--- src/rtl/ssu_pkg.sv ---
package ssu_pkg;
  typedef struct packed {
    logic out_a;
    logic in_a;
  } route_t;

  function automatic route_t pick_route(logic master, logic bidir);
    route_t r;
    r.out_a = master;
    r.in_a  = bidir ? master : ~master;
    return r;
  endfunction
endpackage

--- src/rtl/ssu_clkgen.sv ---
module ssu_clkgen #(
  parameter  int N_RATES   = 8,
  parameter  int BASE_DIV  = 4,
  localparam int RATE_W    = $clog2(N_RATES),
  localparam int HALF_BASE = BASE_DIV / 2,
  localparam int CNT_W     = $clog2(HALF_BASE) + N_RATES
) (
  input  logic              clk_i,
  input  logic              rst_ni,
  input  logic              master_i,
  input  logic              cpol_i,
  input  logic [RATE_W-1:0] rate_i,
  input  logic              run_i,
  input  logic              load_i,
  input  logic              sck_i,
  output logic              edge_o,
  output logic              lead_o,
  output logic              sck_o
);
  logic [CNT_W-1:0] cnt_q, half;
  logic             lvl_q, m_tick;
  logic [2:0]       sync_q;

  assign half   = CNT_W'(HALF_BASE) << rate_i;
  assign m_tick = master_i && run_i && (cnt_q == half - CNT_W'(1));

  always_ff @(posedge clk_i or negedge rst_ni) begin
    if (!rst_ni) begin
      cnt_q <= '0;
      lvl_q <= 1'b0;
    end else if (load_i) begin
      cnt_q <= '0;
      lvl_q <= 1'b0;
    end else if (master_i && run_i) begin
      cnt_q <= m_tick ? '0 : cnt_q + CNT_W'(1);
      if (m_tick) lvl_q <= ~lvl_q;
    end
  end

  // external clock: two sync flops plus one history flop
  always_ff @(posedge clk_i or negedge rst_ni) begin
    if (!rst_ni) sync_q <= '0;
    else         sync_q <= {sync_q[1:0], sck_i};
  end

  assign edge_o = master_i ? m_tick : (sync_q[1] ^ sync_q[2]);
  assign lead_o = master_i ? ~lvl_q : (sync_q[1] ^ cpol_i);
  assign sck_o  = cpol_i ^ lvl_q;
endmodule

--- src/rtl/ssu_core.sv ---
module ssu_core #(
  parameter  int W    = 8,
  localparam int EC_W = $clog2(2 * W)
) (
  input  logic         clk_i,
  input  logic         rst_ni,
  input  logic         cpha_i,
  input  logic         msb_first_i,
  input  logic         rx_en_i,
  input  logic         start_i,
  input  logic [W-1:0] tx_data_i,
  input  logic         edge_i,
  input  logic         lead_i,
  input  logic         sin_i,
  output logic         busy_o,
  output logic         load_o,
  output logic         done_o,
  output logic         sout_o,
  output logic [W-1:0] rx_data_o
);
  logic [W-1:0]    sr_q, sr_shift, sr_next, rx_q;
  logic [EC_W-1:0] ec_q;
  logic            busy_q, done_q, out_q;
  logic            act, cap, lnc, last;

  assign act  = edge_i & busy_q;
  assign cap  = act & (lead_i ^ cpha_i);
  assign lnc  = act & ~(lead_i ^ cpha_i);
  assign last = act && (ec_q == EC_W'(2 * W - 1));

  assign sr_shift = msb_first_i ? {sr_q[W-2:0], sin_i} : {sin_i, sr_q[W-1:1]};
  assign sr_next  = cap ? sr_shift : sr_q;
  assign load_o   = start_i & ~busy_q;

  always_ff @(posedge clk_i or negedge rst_ni) begin
    if (!rst_ni) begin
      sr_q   <= '0;
      rx_q   <= '0;
      ec_q   <= '0;
      busy_q <= 1'b0;
      done_q <= 1'b0;
      out_q  <= 1'b0;
    end else begin
      done_q <= 1'b0;
      if (load_o) begin
        sr_q   <= tx_data_i;
        out_q  <= msb_first_i ? tx_data_i[W-1] : tx_data_i[0];
        ec_q   <= '0;
        busy_q <= 1'b1;
      end else if (act) begin
        sr_q <= sr_next;
        ec_q <= ec_q + EC_W'(1);
        if (lnc) out_q <= msb_first_i ? sr_q[W-1] : sr_q[0];
        if (last) begin
          busy_q <= 1'b0;
          done_q <= 1'b1;
          if (rx_en_i) rx_q <= sr_next;
        end
      end
    end
  end

  assign busy_o    = busy_q;
  assign done_o    = done_q;
  assign sout_o    = out_q;
  assign rx_data_o = rx_q;
endmodule

--- src/rtl/ssu_pinmux.sv ---
module ssu_pinmux
  import ssu_pkg::*;
(
  input  logic master_i,
  input  logic bidir_i,
  input  logic tx_en_i,
  input  logic sout_i,
  input  logic pa_i,
  input  logic pb_i,
  output logic pa_o,
  output logic pa_oe_o,
  output logic pb_o,
  output logic pb_oe_o,
  output logic sin_o
);
  route_t rt;

  assign rt      = pick_route(master_i, bidir_i);
  assign pa_o    = sout_i;
  assign pb_o    = sout_i;
  assign pa_oe_o = tx_en_i & rt.out_a;
  assign pb_oe_o = tx_en_i & ~rt.out_a;
  assign sin_o   = rt.in_a ? pa_i : pb_i;
endmodule

--- src/rtl/sync_shift_unit.sv ---
module sync_shift_unit #(
  parameter  int W        = 8,
  parameter  int N_RATES  = 8,
  parameter  int BASE_DIV = 4,
  localparam int RATE_W   = $clog2(N_RATES)
) (
  input  logic              clk_i,
  input  logic              rst_ni,
  input  logic              master_i,
  input  logic              bidir_i,
  input  logic              cpol_i,
  input  logic              cpha_i,
  input  logic              msb_first_i,
  input  logic [RATE_W-1:0] rate_i,
  input  logic              tx_en_i,
  input  logic              rx_en_i,
  input  logic              start_i,
  input  logic [W-1:0]      tx_data_i,
  output logic [W-1:0]      rx_data_o,
  output logic              busy_o,
  output logic              done_o,
  input  logic              sck_i,
  output logic              sck_o,
  output logic              sck_oe_o,
  input  logic              pa_i,
  output logic              pa_o,
  output logic              pa_oe_o,
  input  logic              pb_i,
  output logic              pb_o,
  output logic              pb_oe_o
);
  logic edge_w, lead_w, load_w, sin_w, sout_w, busy_w;

  ssu_clkgen #(.N_RATES(N_RATES), .BASE_DIV(BASE_DIV)) i_clkgen (
    .clk_i    (clk_i),
    .rst_ni   (rst_ni),
    .master_i (master_i),
    .cpol_i   (cpol_i),
    .rate_i   (rate_i),
    .run_i    (busy_w),
    .load_i   (load_w),
    .sck_i    (sck_i),
    .edge_o   (edge_w),
    .lead_o   (lead_w),
    .sck_o    (sck_o)
  );

  ssu_core #(.W(W)) i_core (
    .clk_i       (clk_i),
    .rst_ni      (rst_ni),
    .cpha_i      (cpha_i),
    .msb_first_i (msb_first_i),
    .rx_en_i     (rx_en_i),
    .start_i     (start_i),
    .tx_data_i   (tx_data_i),
    .edge_i      (edge_w),
    .lead_i      (lead_w),
    .sin_i       (sin_w),
    .busy_o      (busy_w),
    .load_o      (load_w),
    .done_o      (done_o),
    .sout_o      (sout_w),
    .rx_data_o   (rx_data_o)
  );

  ssu_pinmux i_pinmux (
    .master_i (master_i),
    .bidir_i  (bidir_i),
    .tx_en_i  (tx_en_i),
    .sout_i   (sout_w),
    .pa_i     (pa_i),
    .pb_i     (pb_i),
    .pa_o     (pa_o),
    .pa_oe_o  (pa_oe_o),
    .pb_o     (pb_o),
    .pb_oe_o  (pb_oe_o),
    .sin_o    (sin_w)
  );

  assign busy_o   = busy_w;
  assign sck_oe_o = master_i;
endmodule

--- config.mk ---
export PLATFORM = sky130hd
export DESIGN_NAME = sync_shift_unit
export DESIGN_NICKNAME = d
export VERILOG_FILES = /design/src/rtl/ssu_pkg.sv /design/src/rtl/ssu_clkgen.sv /design/src/rtl/ssu_core.sv /design/src/rtl/ssu_pinmux.sv /design/src/rtl/sync_shift_unit.sv
export SDC_FILE = /design/constraint.sdc
export NUM_CORES = 1
export LEC_CHECK = 0
export BUFFER_PORTS_ARGS = -buffer_cell sky130_fd_sc_hd__buf_2
export CAP_MARGIN = 5
export CORE_MARGIN = 5
export CORE_UTILIZATION = 26
export CTS_CLUSTER_DIAMETER = 80
export CTS_CLUSTER_SIZE = 14
export DETAILED_ROUTE_END_ITERATION = 8
export PLACE_DENSITY = 0.41
export SYNTH_ARGS = -nofsm -noshare
export SYNTH_HDL_FRONTEND = slang
export SYNTH_SLANG_ARGS = --single-unit
--- constraint.sdc ---
create_clock -name clk_i -period 4.3 [get_ports clk_i]
set_input_delay 0.86 -clock clk_i [delete_from_list [all_inputs] [get_ports clk_i]]
set_output_delay 0.86 -clock clk_i [all_outputs]
set_load 0.02 [all_outputs]
Yosys cells after proc, flatten, opt, wreduce, memory -nomap -nowiden:

Index checks and enable logic that the tools add are counted.

* output and inout port bits: 16
* bits in registers: 36

* equality and inequality tests: 2
* muxes and demuxes: 27
* add/sub/neg operators: 3
* bitwise gates (word level): 15
* shift-type cells: 1
* reduce and logical (&&, ||, !) cells: 12

Operator list (count)
* 2-to-1 mux 8 bit: 4
* 2-to-1 mux 9 bit: 3
* 2-to-1 mux 1 bit: 18
* nonzero test 2 bit: 5
* adder 9 x 1 -> 9 bit, second input constant: 1
* equality test 9 bit: 1
* left shift 2 x 3 -> 9 bit, first input constant: 1
* subtractor 9 x 1 -> 9 bit, second input constant: 1
* 2-to-1 mux 4 bit: 2
* AND 1 bit: 6
* AND reduction 2 bit: 3
* NOT 1 bit: 5
* adder 4 x 1 -> 4 bit, second input constant: 1
* equality test 4 bit, second input constant: 1
* AND reduction 4 bit: 1
* bitwise XOR 1 bit: 4
* logical AND 1 bit: 3

Longest topological paths before layout:

* depth after elaboration: 10
* mapped depth: 13
* depth with buffers taken out: 9

Cells and area by module:

Synthesis repeated with hierarchy kept, for this count alone.

* cells, all modules: 209
* area total of the unflattened synthesis: 2120.8 um^2

Modules (own cells, without submodules)
* ssu_core: area each 1251.2 um^2, cells an instance 120, times used 1
* ssu_clkgen: area each 810.8 um^2, cells an instance 82, times used 1
* ssu_pinmux: area each 51.3 um^2, cells an instance 6, times used 1
* sync_shift_unit: area each 7.5 um^2, cells an instance 1, times used 1

Least setup slack after synthesis:

OpenSTA, ideal clock, no wires.

* path kind: in2reg
* start point: input rate_i[1]
* end point: register i_core.rx_q[0] (netlist: i_core.rx_data_o[0])
* data arrival time: 3.215 ns
* path buffers: 2
* library setup time: 0.125 ns
* setup slack: 0.961 ns
* stages on the path: 10
* cell sequence: buf_2 or3_1 ha_1 buf_2 xor2_1 mux2_1 a211oi_2 o221ai_2 nor2_1 mux2_2

* longest elaborated chain between the ends: 8
* elaborated cells on any way between the ends: 10

Ends and longest elaborated chain
* start: declaration: RTL line sync_shift_unit.sv:14 `input logic [RATE_W-1:0] rate_i,`
* left shift 2 x 3 -> 9 bit (*): RTL line ssu_clkgen.sv:24 `assign half = CNT_W'(HALF_BASE) << rate_i;`
* subtractor 9 x 1 -> 9 bit (*): RTL line ssu_clkgen.sv:25 `assign m_tick = master_i && run_i && (cnt_q == half - CNT_W'(1));`
* equality test 9 bit (*): RTL line ssu_clkgen.sv:25
* logical AND 1 bit (*): RTL line ssu_clkgen.sv:25
* 2-to-1 mux 1 bit (*): RTL line ssu_clkgen.sv:46 `assign edge_o = master_i ? m_tick : (sync_q[1] ^ sync_q[2]);`
* AND 1 bit (*): RTL line ssu_core.sv:26 `assign act = edge_i & busy_q;`
* AND 1 bit or logical AND 1 bit (tied branches): RTL line ssu_core.sv:27, ssu_core.sv:29
* 2-to-1 mux 8 bit or AND reduction 4 bit (tied branches)
* end signal: assignment: RTL line ssu_core.sv:57 `if (rx_en_i) rx_q <= sr_next;`
* end: declaration: RTL line ssu_core.sv:21 `logic [W-1:0] sr_q, sr_shift, sr_next, rx_q;`

Mark *: on every way between the ends. The rest lies on a longest branch, timed or not.
A chain may end at the register's enable or synchronous reset.

Worst setup path after layout:

* start point: input rate_i[1]
* end point: register i_core.rx_q[1] (netlist: i_core.rx_data_o[1])

The elaborated chain is that of the path after synthesis.

==> results.py <==
metrics = {
    "global_routing": {
        "track_usage_pct": 11.64,
        "grt_max_degree": 37,
        "grt.busiest_layer": "met2",
        "grt_util_met1_pct": 15.44,
        "met2_usage_pct": 18.91,
        "antenna_found_initial": 0,
        "grt_pass1_vias": 1809,
        "grt_util_met3_pct": 3.072,
        "overflow": 0,
        "grt_pass1_wl_mm": 9.349,
    },
    "timing": {
        "timing.final.max_slew_violations": 0,
        "hold_viol": 0,
        "tns_ps": 0,
        "relSlewSlack_pct": 42.87,
        "tightest_slew_ps": 857.0,
        "fmax_ghz": 0.2986,
        "fin_crit_sh_pct": 77.90,
        "setup_ws_ps": 950.5,
        "fin_worst_skew_ps": 12.17,
        "min_period_ps": 3350,
        "setup_violations": 0,
        "rsz0062_at_grt": "no",
    },
    "worst_hold_path": {
        "hold_start": "i_clkgen.sync_q[0]$_DFF_PN0_",
        "min_delay_path_depth": 0,
        "min_to": "i_clkgen.sync_q[1]$_DFF_PN0_",
        "hp-class": "register to register",
    },
    "yosys": {
        "synth_cell_type_count": 51,
        "synth_seq_cells": 36,
        "yosysWarnings": 0,
        "synthFlopType": "dfrtp_1",
        "synth.area.top_cells": "dfrtp_1, xor2_1, mux2_2, nor2_1, o41ai_2",
        "syn_nets": 251,
        "async_reset_ff_share_pct": 100.0,
        "synth_top_area_share_pct": 41.07,
        "yosysSeqAreaShare_pct": 41.07,
        "yosys.area.top_type": "dfrtp_1",
        "netlist_instances": 224,
        "netlist_area_um2": 2193,
        "syn_avg_cell_area_um2": 9.792,
        "synth_edf_count": 0,
        "yosysMostFrequentCell": "dfrtp_1",
        "synth_common_cells": "dfrtp_1, nor2_1, nand2_1",
    },
    "pwr": {
        "fin_total_pwr_mw": 1.153,
        "peakVddDrop_v": 0.0001325,
        "p_leak_nw": 1.162,
        "pwr_density_cell_nw_per_um2": 451.4,
    },
    "cells_and_area": {
        "multi_input_area_um2": 1177,
        "postLayoutCellArea_um2": 2555,
        "syn2layout_area_growth_pct": 16.49,
        "drive_gt1_share_pct": 26.05,
        "n_antenna_cell": 0,
        "nets": 287,
        "fill_cells": 869,
        "final_cells": 366,
        "ff_latch_area_um2": 900.9,
    },
    "clock_network": {
        "cts_buffer_depth": 2,
        "cts_resized": 0,
        "cts-root-buf": "clkbuf_8",
        "clock-sinks": 36,
        "h-tree-depth": 2,
        "clock_latency_ps": 290,
        "clk_pin_slew_worst_paths_ps": 80,
        "ctsHoldBuffers": 0,
        "post_cts_buffers": 0,
        "cts_tree": "built",
        "cts_buffers": 5,
    },
    "floorplanning": {
        "ioPinCount": 40,
        "initial_core_util_pct": 26.69,
        "die_x_um": 101.8,
        "die_area_um2": 10370,
        "core_um2": 8217,
        "die-height_um": 101.8,
        "row_count": 33,
    },
    "critical_path": {
        "worstPathMaxFanout": 15,
        "worstRegToRegCells": 6,
        "arrival_ps": 3530,
        "required_ps": 4480,
        "r2r_end": "i_core.rx_data_o[1]$_DFFE_PN0P_",
        "path_class": "input port to register",
        "crit_path_end_kind": "register",
        "ff2ff_setup_slack_ps": 1880,
        "critPathLaunchType": "input port",
        "rr_startpoint": "i_core.busy_o$_DFFE_PN0P_",
    },
    "detailed_routing": {
        "routed_wirelength_mm": 5.701,
        "drt-pass1-iter-count": 4,
        "avgViaCountPerCell": 4.869,
        "first_iter_violations": 74,
        "routedWlPerCell_um": 15.58,
        "drcViolationCount": 0,
        "ant_nets": 0,
        "vias": 1782,
    },
    "placement": {
        "pre_cts_ws_ps": 630.5,
        "placed_area_um2": 2461,
        "place_inst": 358,
        "io_buffers": 39,
        "place_congestion": 0.7235,
        "hpwl_mm": 4.171,
    },
    "flow_run": {
        "drv_cap": 0,
    },
    "status": {
        "status": "completed",
    },
}
[sequential cells by signal, indices dropped and copies added (netlist names), 3 cells and up]
signal	flops
i_clkgen.cnt_q	9
i_core.rx_data_o	8
i_core.sr_q	8
i_core.ec_q	4
i_clkgen.sync_q	3
[worst max-delay path, stage by stage]
cell and delay, ps:
buf_2 160, or3_1 380, ha_1 310, xor2_1 210, mux2_1 350, a211oi_2 300
o221ai_2 280, buf_4 290, o41ai_1 370
[cells by family after synthesis]
group,share of synthesized area (%)
compound gates,19.57
flops,41.07
mux,7.473
fa+ha+maj,1.712
simple gates,18.54
buf+inv,5.248
xor+xnor,6.389
[metrics by stage]
stage,util [%],hold WS [ps]
floorplan,-,331.2
global placement,29.95,336.1
detailed placement,29.95,336.3
CTS,31.09,353.9
global route,31.09,369.2
finish,31.09,354.1
[metal layers]
layer	part of all wire, %	vias up
li1	-	883
met1	49	850
met2	45	44
met3	5.1	5
met4	1.1	0
met5	0	-
[area by class of cell]
cell class / count / share of cell area, %
Clock buffer: 7 / 3.379
Clock inverter: 1 / 0.2938
Inverter: 7 / 1.028
Multi-Input combinational cell: 167 / 46.08
Sequential cell: 36 / 35.26
Tap cell: 105 / 5.142
Timing Repair Buffer: 43 / 8.815
[cell usage in the layout, fill, tap and decap left out, drive strengths merged, types with 3 or more instances in the layout]
cell type / Yosys / layout
o21ai: 17 / 17
ha: 3 / 3
clkbuf: 4 / 7
and2: 8 / 8
nand2b: 4 / 4
nand3: 9 / 9
a31oi: 3 / 3
xnor2: 4 / 4
inv: 7 / 7
o41ai: 6 / 6
a21oi: 3 / 3
a221o: 6 / 6
nand2: 16 / 16
xor2: 12 / 12
buf: 10 / 43
mux2: 9 / 9
mux2i: 4 / 4
nor2: 25 / 25
dfrtp: 36 / 36
nor2b: 6 / 6
[worst max path at each step]
stage | startpoint | end | cells after the start
4_1_cts | rate_i[1] | i_core.rx_data_o[1]$_DFFE_PN0P_ | 9
5_1_grt | rate_i[1] | i_core.rx_data_o[2]$_DFFE_PN0P_ | 9
3_3_place_gp | rate_i[1] | i_core.rx_data_o[0]$_DFFE_PN0P_ | 9
2_1_floorplan | rate_i[1] | i_core.rx_data_o[0]$_DFFE_PN0P_ | 10
6_report | rate_i[1] | i_core.rx_data_o[1]$_DFFE_PN0P_ | 9
3_5_place_dp | rate_i[1] | i_core.rx_data_o[1]$_DFFE_PN0P_ | 9
[power by group]
part	switching (mW)	internal [mW]	leakage (nW)
logic	0.203	0.172	0.657
registers	0.102	0.418	0.461
clock network	0.129	0.130	0.0445
Note: power is estimated with default switching activity, not from simulation.
